<file path="config.mk">
export PLATFORM = sky130hd
export DESIGN_NAME = cmdq_trig_seq
export DESIGN_NICKNAME = d
export VERILOG_FILES = /design/src/rtl/cqs_pkg.sv /design/src/rtl/cqs_trig_cond.sv /design/src/rtl/cqs_xfer.sv /design/src/rtl/cqs_flags.sv /design/src/rtl/cqs_ctrl.sv /design/src/rtl/cmdq_trig_seq.sv
export SDC_FILE = /design/constraint.sdc
export NUM_CORES = 1
export LEC_CHECK = 0
export ABC_AREA = 1
export ABC_CLOCK_PERIOD_IN_PS = 1800
export BUFFER_PORTS_ARGS = -buffer_cell sky130_fd_sc_hd__clkbuf_2
export CELL_PAD_IN_SITES_DETAIL_PLACEMENT = 1
export CELL_PAD_IN_SITES_GLOBAL_PLACEMENT = 1
export CORE_MARGIN = 3
export CORE_UTILIZATION = 29
export DETAILED_ROUTE_END_ITERATION = 12
export PLACE_DENSITY = 0.81
export SYNTH_ARGS = -nofsm -noshare
export SYNTH_HDL_FRONTEND = slang
export SYNTH_SLANG_ARGS = --single-unit
</file>
<file path="constraint.sdc">
create_clock -name clk -period 1.8 [get_ports clk]
set_clock_uncertainty 0.2 [all_clocks]
set_input_delay 0.27 -clock clk [delete_from_list [all_inputs] [get_ports clk]]
set_output_delay 0.27 -clock clk [all_outputs]
set_load 0.005 [all_outputs]
</file>
<file path="src/rtl/cqs_pkg.sv">
package cqs_pkg;

  typedef enum logic [1:0] {
    ST_IDLE = 2'd0,
    ST_WAIT = 2'd1,
    ST_TRIG = 2'd2
  } qstat_t;

  typedef enum logic [1:0] {
    TK_OFF   = 2'd0,
    TK_SW    = 2'd1,
    TK_EDGE  = 2'd2,
    TK_LEVEL = 2'd3
  } tkind_t;

  function automatic tkind_t mode_kind(input logic [2:0] m);
    return tkind_t'(m[1:0]);
  endfunction

  function automatic logic mode_cont(input logic [2:0] m);
    return m[2];
  endfunction

  // pause bit in a command word is acted on only by edge-trigger kinds
  function automatic logic pause_honoured(input tkind_t k);
    return k == TK_EDGE;
  endfunction

endpackage

</file>
<file path="src/rtl/cqs_trig_cond.sv">
module cqs_trig_cond #(
  parameter int SYNC = 2
) (
  input  logic clk,
  input  logic rst_n,
  input  logic trig_in,
  output logic lvl,
  output logic rise
);
  logic [SYNC-1:0] sh_q;
  logic            lvl_d_q;

  generate
    if (SYNC == 1) begin : g_one
      always_ff @(posedge clk or negedge rst_n) begin
        if (!rst_n) sh_q <= '0;
        else        sh_q <= trig_in;
      end
    end else begin : g_many
      always_ff @(posedge clk or negedge rst_n) begin
        if (!rst_n) sh_q <= '0;
        else        sh_q <= {sh_q[SYNC-2:0], trig_in};
      end
    end
  endgenerate

  always_ff @(posedge clk or negedge rst_n) begin
    if (!rst_n) lvl_d_q <= 1'b0;
    else        lvl_d_q <= sh_q[SYNC-1];
  end

  assign lvl  = sh_q[SYNC-1];
  assign rise = lvl & ~lvl_d_q;

  // a rising edge is a single-cycle event
  assert_rise_pulse_R11: assert property (@(posedge clk) disable iff (!rst_n)
    rise |=> !rise);

endmodule

</file>
<file path="src/rtl/cqs_xfer.sv">
module cqs_xfer #(
  parameter int CMD_W     = 16,
  parameter int EOQ_BIT   = CMD_W - 1,
  parameter int PAUSE_BIT = CMD_W - 2
) (
  input  logic             clk,
  input  logic             rst_n,
  input  logic             issue_ok,
  input  logic [CMD_W-1:0] q_data,
  input  logic             tx_ready,
  input  logic             tx_done,
  input  logic             gate_closed,
  output logic             tx_valid,
  output logic [CMD_W-1:0] tx_data,
  output logic             busy,
  output logic             done_evt,
  output logic             done_eoq,
  output logic             done_pause,
  output logic             close_end
);
  logic busy_q;
  logic eoq_q, pause_q;
  logic seen_q;
  logic start_evt;

  assign tx_valid  = issue_ok & ~busy_q;
  assign tx_data   = q_data;
  assign start_evt = tx_valid & tx_ready;
  assign done_evt  = busy_q & tx_done;
  assign busy      = busy_q;
  assign done_eoq  = eoq_q;
  assign done_pause = pause_q;
  // gate closed at any point of the flight, including the final cycle
  assign close_end = seen_q | gate_closed;

  always_ff @(posedge clk or negedge rst_n) begin
    if (!rst_n) begin
      busy_q  <= 1'b0;
      eoq_q   <= 1'b0;
      pause_q <= 1'b0;
      seen_q  <= 1'b0;
    end else begin
      if (start_evt) begin
        busy_q  <= 1'b1;
        eoq_q   <= q_data[EOQ_BIT];
        pause_q <= q_data[PAUSE_BIT];
        seen_q  <= 1'b0;
      end else begin
        if (done_evt) busy_q <= 1'b0;
        if (busy_q && gate_closed) seen_q <= 1'b1;
      end
    end
  end

  assert_start_busy_R1: assert property (@(posedge clk) disable iff (!rst_n)
    start_evt |=> (busy && !tx_valid));

  assert_done_frees_R7: assert property (@(posedge clk) disable iff (!rst_n)
    done_evt |=> !busy);

endmodule

</file>
<file path="src/rtl/cqs_flags.sv">
module cqs_flags (
  input  logic clk,
  input  logic rst_n,
  input  logic set_eoq,
  input  logic set_pause,
  input  logic clr_eoq,
  input  logic clr_pause,
  input  logic ie_eoq,
  input  logic ie_pause,
  output logic eoq_flag,
  output logic pause_flag,
  output logic eoq_irq,
  output logic pause_irq
);
  localparam int NF = 2;

  logic [NF-1:0] set_v, clr_v, ie_v, flag_q, irq_v;

  assign set_v = {set_pause, set_eoq};
  assign clr_v = {clr_pause, clr_eoq};
  assign ie_v  = {ie_pause, ie_eoq};

  for (genvar i = 0; i < NF; i++) begin : g_flag
    always_ff @(posedge clk or negedge rst_n) begin
      if (!rst_n)        flag_q[i] <= 1'b0;
      else if (set_v[i]) flag_q[i] <= 1'b1;
      else if (clr_v[i]) flag_q[i] <= 1'b0;
    end
    assign irq_v[i] = ie_v[i] & flag_q[i];

    assert_flag_set_R3: assert property (@(posedge clk) disable iff (!rst_n)
      set_v[i] |=> flag_q[i]);

    assert_w1c_R9: assert property (@(posedge clk) disable iff (!rst_n)
      (clr_v[i] && !set_v[i]) |=> !flag_q[i]);
  end

  assign eoq_flag   = flag_q[0];
  assign pause_flag = flag_q[1];
  assign eoq_irq    = irq_v[0];
  assign pause_irq  = irq_v[1];

endmodule

</file>
<file path="src/rtl/cqs_ctrl.sv">
module cqs_ctrl
  import cqs_pkg::*;
#(
  parameter int DEPTH = 8,
  parameter int AW    = 3
) (
  input  logic          clk,
  input  logic          rst_n,
  input  logic [2:0]    mode,
  input  logic          arm,
  input  logic          rise,
  input  logic          lvl,
  input  logic          busy,
  input  logic          done_evt,
  input  logic          done_eoq,
  input  logic          done_pause,
  input  logic          close_end,
  output logic [1:0]    status,
  output logic [AW-1:0] ptr,
  output logic          sss,
  output logic          issue_ok,
  output logic          set_eoq,
  output logic          set_pause
);
  qstat_t        st_q, st_n;
  logic [AW-1:0] ptr_q, ptr_n;
  logic          sss_q, sss_n;
  tkind_t        kind;
  logic          cont;
  logic          trig_now;

  function automatic logic [AW-1:0] ptr_step(input logic [AW-1:0] p);
    if (p == AW'(DEPTH - 1)) return '0;
    return p + 1'b1;
  endfunction

  assign kind = mode_kind(mode);
  assign cont = mode_cont(mode);

  always_comb begin
    unique case (kind)
      TK_SW:    trig_now = 1'b1;
      TK_EDGE:  trig_now = rise;
      TK_LEVEL: trig_now = lvl;
      default:  trig_now = 1'b0;
    endcase
  end

  always_comb begin
    st_n      = st_q;
    ptr_n     = ptr_q;
    sss_n     = sss_q;
    set_eoq   = 1'b0;
    set_pause = 1'b0;
    if (arm && kind != TK_OFF && !cont) sss_n = 1'b1;
    if (done_evt) begin
      ptr_n     = done_eoq ? '0 : ptr_step(ptr_q);
      set_eoq   = done_eoq;
      set_pause = (pause_honoured(kind) && done_pause) ||
                  (kind == TK_LEVEL && !done_eoq && close_end);
      if (done_eoq) begin
        if (cont) st_n = ST_WAIT;
        else begin
          st_n  = ST_IDLE;
          sss_n = 1'b0;
        end
      end else if (set_pause) begin
        st_n = ST_WAIT;
      end
    end else if (!busy) begin
      if (kind == TK_OFF) begin
        st_n  = ST_IDLE;
        ptr_n = '0;
        sss_n = 1'b0;
      end else begin
        unique case (st_q)
          ST_IDLE: if (cont || sss_q) st_n = ST_WAIT;
          ST_WAIT: if (trig_now) st_n = ST_TRIG;
          ST_TRIG: if (kind == TK_LEVEL && !lvl) begin
            st_n      = ST_WAIT;
            set_pause = 1'b1;
          end
          default: st_n = ST_IDLE;
        endcase
      end
    end
  end

  always_ff @(posedge clk or negedge rst_n) begin
    if (!rst_n) begin
      st_q  <= ST_IDLE;
      ptr_q <= '0;
      sss_q <= 1'b0;
    end else begin
      st_q  <= st_n;
      ptr_q <= ptr_n;
      sss_q <= sss_n;
    end
  end

  assign issue_ok = (st_q == ST_TRIG) && (kind != TK_OFF) &&
                    !(kind == TK_LEVEL && !lvl);
  assign status   = st_q;
  assign ptr      = ptr_q;
  assign sss      = sss_q;

  assert_ss_eoq_idle_R2: assert property (@(posedge clk) disable iff (!rst_n)
    (done_evt && done_eoq && !cont && !arm) |=> (st_q == ST_IDLE && !sss_q && ptr_q == '0));

  assert_cs_eoq_wait_R10: assert property (@(posedge clk) disable iff (!rst_n)
    (done_evt && done_eoq && cont) |=> (st_q == ST_WAIT && ptr_q == '0));

  assert_edge_pause_stop_R4: assert property (@(posedge clk) disable iff (!rst_n)
    (done_evt && !done_eoq && done_pause && kind == TK_EDGE) |=> (st_q == ST_WAIT));

  assert_pause_ignored_R5: assert property (@(posedge clk) disable iff (!rst_n)
    (done_evt && !done_eoq && (kind == TK_SW || kind == TK_LEVEL) && !close_end)
      |=> (st_q == ST_TRIG));

  assert_gate_close_now_R6: assert property (@(posedge clk) disable iff (!rst_n)
    (!busy && st_q == ST_TRIG && kind == TK_LEVEL && !lvl) |=> (st_q == ST_WAIT));

  assert_busy_hold_R7: assert property (@(posedge clk) disable iff (!rst_n)
    (busy && !done_evt && st_q == ST_TRIG) |=> (st_q == ST_TRIG));

  assert_ptr_step_R11: assert property (@(posedge clk) disable iff (!rst_n)
    (done_evt && !done_eoq) |=> (ptr_q == ptr_step($past(ptr_q))));

  assert_off_idle_R12: assert property (@(posedge clk) disable iff (!rst_n)
    (kind == TK_OFF && !busy) |=> (st_q == ST_IDLE && ptr_q == '0 && !sss_q));

endmodule

</file>
<file path="src/rtl/cmdq_trig_seq.sv">
module cmdq_trig_seq #(
  parameter int DEPTH = 8,
  parameter int CMD_W = 16,
  parameter int SYNC  = 2,
  localparam int AW   = (DEPTH > 1) ? $clog2(DEPTH) : 1
) (
  input  logic             clk,
  input  logic             rst_n,
  input  logic [2:0]       mode,
  input  logic             arm,
  input  logic             clr_eoq,
  input  logic             clr_pause,
  input  logic             ie_eoq,
  input  logic             ie_pause,
  input  logic             trig_in,
  output logic [AW-1:0]    q_addr,
  input  logic [CMD_W-1:0] q_data,
  output logic             tx_valid,
  input  logic             tx_ready,
  output logic [CMD_W-1:0] tx_data,
  input  logic             tx_done,
  output logic [1:0]       status,
  output logic             single_armed,
  output logic             eoq_flag,
  output logic             pause_flag,
  output logic             eoq_irq,
  output logic             pause_irq
);
  localparam int EOQ_BIT   = CMD_W - 1;
  localparam int PAUSE_BIT = CMD_W - 2;

  logic lvl, rise;
  logic busy, done_evt, done_eoq, done_pause, close_end;
  logic issue_ok, set_eoq, set_pause;

  cqs_trig_cond #(.SYNC(SYNC)) u_trig (
    .clk     (clk),
    .rst_n   (rst_n),
    .trig_in (trig_in),
    .lvl     (lvl),
    .rise    (rise)
  );

  cqs_xfer #(.CMD_W(CMD_W), .EOQ_BIT(EOQ_BIT), .PAUSE_BIT(PAUSE_BIT)) u_xfer (
    .clk         (clk),
    .rst_n       (rst_n),
    .issue_ok    (issue_ok),
    .q_data      (q_data),
    .tx_ready    (tx_ready),
    .tx_done     (tx_done),
    .gate_closed (~lvl),
    .tx_valid    (tx_valid),
    .tx_data     (tx_data),
    .busy        (busy),
    .done_evt    (done_evt),
    .done_eoq    (done_eoq),
    .done_pause  (done_pause),
    .close_end   (close_end)
  );

  cqs_ctrl #(.DEPTH(DEPTH), .AW(AW)) u_ctrl (
    .clk        (clk),
    .rst_n      (rst_n),
    .mode       (mode),
    .arm        (arm),
    .rise       (rise),
    .lvl        (lvl),
    .busy       (busy),
    .done_evt   (done_evt),
    .done_eoq   (done_eoq),
    .done_pause (done_pause),
    .close_end  (close_end),
    .status     (status),
    .ptr        (q_addr),
    .sss        (single_armed),
    .issue_ok   (issue_ok),
    .set_eoq    (set_eoq),
    .set_pause  (set_pause)
  );

  cqs_flags u_flags (
    .clk        (clk),
    .rst_n      (rst_n),
    .set_eoq    (set_eoq),
    .set_pause  (set_pause),
    .clr_eoq    (clr_eoq),
    .clr_pause  (clr_pause),
    .ie_eoq     (ie_eoq),
    .ie_pause   (ie_pause),
    .eoq_flag   (eoq_flag),
    .pause_flag (pause_flag),
    .eoq_irq    (eoq_irq),
    .pause_irq  (pause_irq)
  );

endmodule

</file>
==> impl_results.md <==
* RSZ-0062 raised after global routing: yes
* Chip width at 62.47 µm
* Initial antenna violation count at 0
* CP max stage delay at 450 ps
* N_diodes at 0
* Drt wl/cell at 13.10 µm
* Synth unique cells at 22
* DRC at 0
* TritonCTS Buffers at 3
* Port buffer count at 27
* Final Max Slew Viols at 0
* Buffers and inverters on the worst path at 1
* Clock group share of total power at 0.177
* DR pass1 iterations at 4
* Final #Nets at 168
* CP required at 1330 ps
* Num Clock Sinks at 15
* Gate power share at 0.388
* DP Wirelength at 1838 µm
* Critical path type: register to output port
* DP Cell Count at 167
* Mapped Nets at 145
* Final Non-Filler Cells at 178
* H-tree Lvls at 1
* GP Congestion at 0.8475
* CP startpoint kind: register
* I/O Pins at 56
* Largest delay share family, worst path: flip-flops
* Final hold slack at 22.43 ps
* CTS root buf: clkbuf_4
* Status: completed
* Vias in the first global route at 832
* Setup TNS at 0 ps
* Syn_area_per_cell at 8.111 µm²
* DRT iter0 DRCs at 16
* Post-DP Area at 992.2 µm²
* Final hold violations at 0
* Worst Path Arrival at 1270 ps
* Initial Util at 0.3188
* Util after Layout at 0.3779
* Clock buffer depth at 2
* Layout cells sized above 1 at 0.3897
* Seq cells post-synth at 15
* Tmin final at 1735 ps
* Power Total at 1.159 mW
* Sequential Power Share at 0.436
* Core Region at 2900 µm²
* Max_cap viols at 0
* GR Util All Layers at 0.1248
* CP cell instances: nor2_4, nand2_2, nor3_4, clkbuf_2
* Net Switching at 0.4536 mW
* Worst setup EP type: output port
* Clock Latency Late Sink at 300 ps
* CTS clk-pin slew, worst paths at 90 ps
* Slew @ Worst Pin at 384.2 ps
* Switching part of the total power at 0.3914
* Core Rows at 19
* Congestion Overflow GR at 0
* Vias post-DR at 810
* Setup slack after layout at 64.61 ps
* Relative slew margins at 0.7439
* Fmax at 576.2 MHz
* Mapped Cells at 114
* Vias per cell at 4.551
* Peak supply drop at 0.4733 mV
* Crit path max fanout at 5
* Post-Route WL at 2332 µm
* Synthesized area at 924.6 µm²
* Final setup violation count at 0
* Area grow syn2layout at 18.54%
* Die area at 3902 µm²
* Slowest cell on crit path: dfrtp_2
* DRT antenna net count at 0
* Seq/Total Area, Yosys at 0.4060
* Die height at 62.47 µm
* Leakage power at 0.5964 nW
* Pwr/cell area at 1057 nW/µm²
* First-pass GRT wire length at 3843 µm
* Int Pwr at 0.7053 mW
* Final worst path period share at 0.9641
* YS warnings at 0
* Largest net degree at the start of global routing at 16
* Final instance area at 1096 µm²
* Setup slack at placement at 346.9 ps
* CTS tree: done
* Worst min path class: primary input to register
[worst paths after layout]
kind | startpoint | to | depth (start not counted) | slack, ps
max in group asynchronous | rst_n | u_ctrl.status[0]$_DFFE_PN0P_ | 2 | 870
min in group asynchronous | rst_n | u_trig.sh_q[0]$_DFF_PN0_ | 2 | 220
max reg2reg | u_ctrl.status[0]$_DFFE_PN0P_ | u_xfer.done_eoq$_DFFE_PN0P_ | 7 | 290
min | q_data[14] | u_xfer.done_pause$_DFFE_PN0P_ | 3 | 20
min reg2reg | u_trig.sh_q[0]$_DFF_PN0_ | u_trig.sh_q[1]$_DFF_PN0_ | 0 | 180
max | u_ctrl.status[0]$_DFFE_PN0P_ | tx_valid | 4 | 60
[registers in the layout, indices dropped and copies added, names as in the netlist]
name,cells
u_ctrl.ptr,3
u_ctrl.sss,1
u_ctrl.status,2
u_flags.eoq_flag,1
u_flags.pause_flag,1
u_trig.lvl_d_q,1
u_trig.sh_q,2
u_xfer.busy,1
u_xfer.done_eoq,1
u_xfer.done_pause,1
u_xfer.seen_q,1
[cells by family (layout without fill, tap and decap cells)]
group	Yosys count	count (layout)	share of synthesized area
adders and majority gates	2	2	0.02706
DFF	15	15	0.4060
AOI/OAI and AO/OA	14	14	0.09743
buffers and inverters	37	59	0.2152
and+or+nand+nor	46	46	0.2544
[cell type report]
class	count	area, µm²
Fill cell	380	1804
Inverter	21	78.83
Clock buffer	3	22.52
Tap cell	42	52.55
Multi-Input combinational cell	62	362.8
Sequential cell	15	376.6
Timing Repair Buffer	34	195.2
Clock inverter	1	7.507
[synthesized netlist by cell type]
library cell,n,share of area
a22o_1,1,0.0095
o21ai_0,5,0.027
inv_2,3,0.012
nand2_2,2,0.014
nand4_1,3,0.020
o22ai_1,1,0.0068
nor2_1,4,0.016
nand2_4,1,0.012
o21ai_2,2,0.019
a21oi_2,1,0.0095
nor2_2,3,0.020
o221ai_1,1,0.0095
dfrtp_1,15,0.41
nor3_4,1,0.018
ha_1,2,0.027
nor2_4,1,0.012
nand3_2,1,0.011
nand2_1,23,0.093
inv_1,18,0.073
buf_4,16,0.13
a21oi_1,3,0.016
nand3_1,7,0.038
[worst register-to-register path, stage by stage, from the launching register on]
cell and delay (ps):
dfrtp_2 450, nor2_4 130, nand2_2 80, nor3_4 180, buf_4 140, nand2_2 80
nor2_1 110, a21oi_1 50
[power groups by stage]
stage          logic [mW]  registers (mW)  clock network (mW)
5_1_grt             0.503           0.520               0.243
3_5_place_dp        0.392           0.512                   0
6_report            0.449           0.505               0.205
2_1_floorplan       0.276           0.501                   0
4_1_cts             0.405           0.504               0.217
3_3_place_gp        0.382           0.503                   0
[timing repair]
action	CTS	global route
setup endpoints to repair	1	1
buffers inserted	1	3
hold buffers	3	0
resized for setup	0	4
pin swaps	0	1
endpoints found under the hold margin	17	0
[cells in the final DEF, fill, tap and decap left out, types with 2 or more instances in the layout]
master | netlist | layout
nor2_4 | 1 | 2
nand2_2 | 2 | 3
nor2_2 | 3 | 2
o21ai_2 | 2 | 2
inv_1 | 18 | 18
nand2_1 | 23 | 22
o21ai_0 | 5 | 5
nand3_2 | 1 | 2
dfrtp_1 | 15 | 14
nand3_1 | 7 | 6
a21oi_1 | 3 | 3
clkbuf_2 | 0 | 27
inv_2 | 3 | 3
nand4_1 | 3 | 3
ha_1 | 2 | 2
clkbuf_4 | 0 | 3
nor2_1 | 4 | 4
dlygate4sd3_1 | 0 | 3
buf_4 | 16 | 4
[layer usage]
layer,track usage,wire [µm],vias up,part of all wire
met1,0.1519,955,376,0.41
met4,0.06612,49,0,0.021
met3,0.02698,176,5,0.075
met2,0.2051,1151,42,0.49
li1,-,-,387,-
met5,0,0,-,0
(Power assumes the default switching activity.)
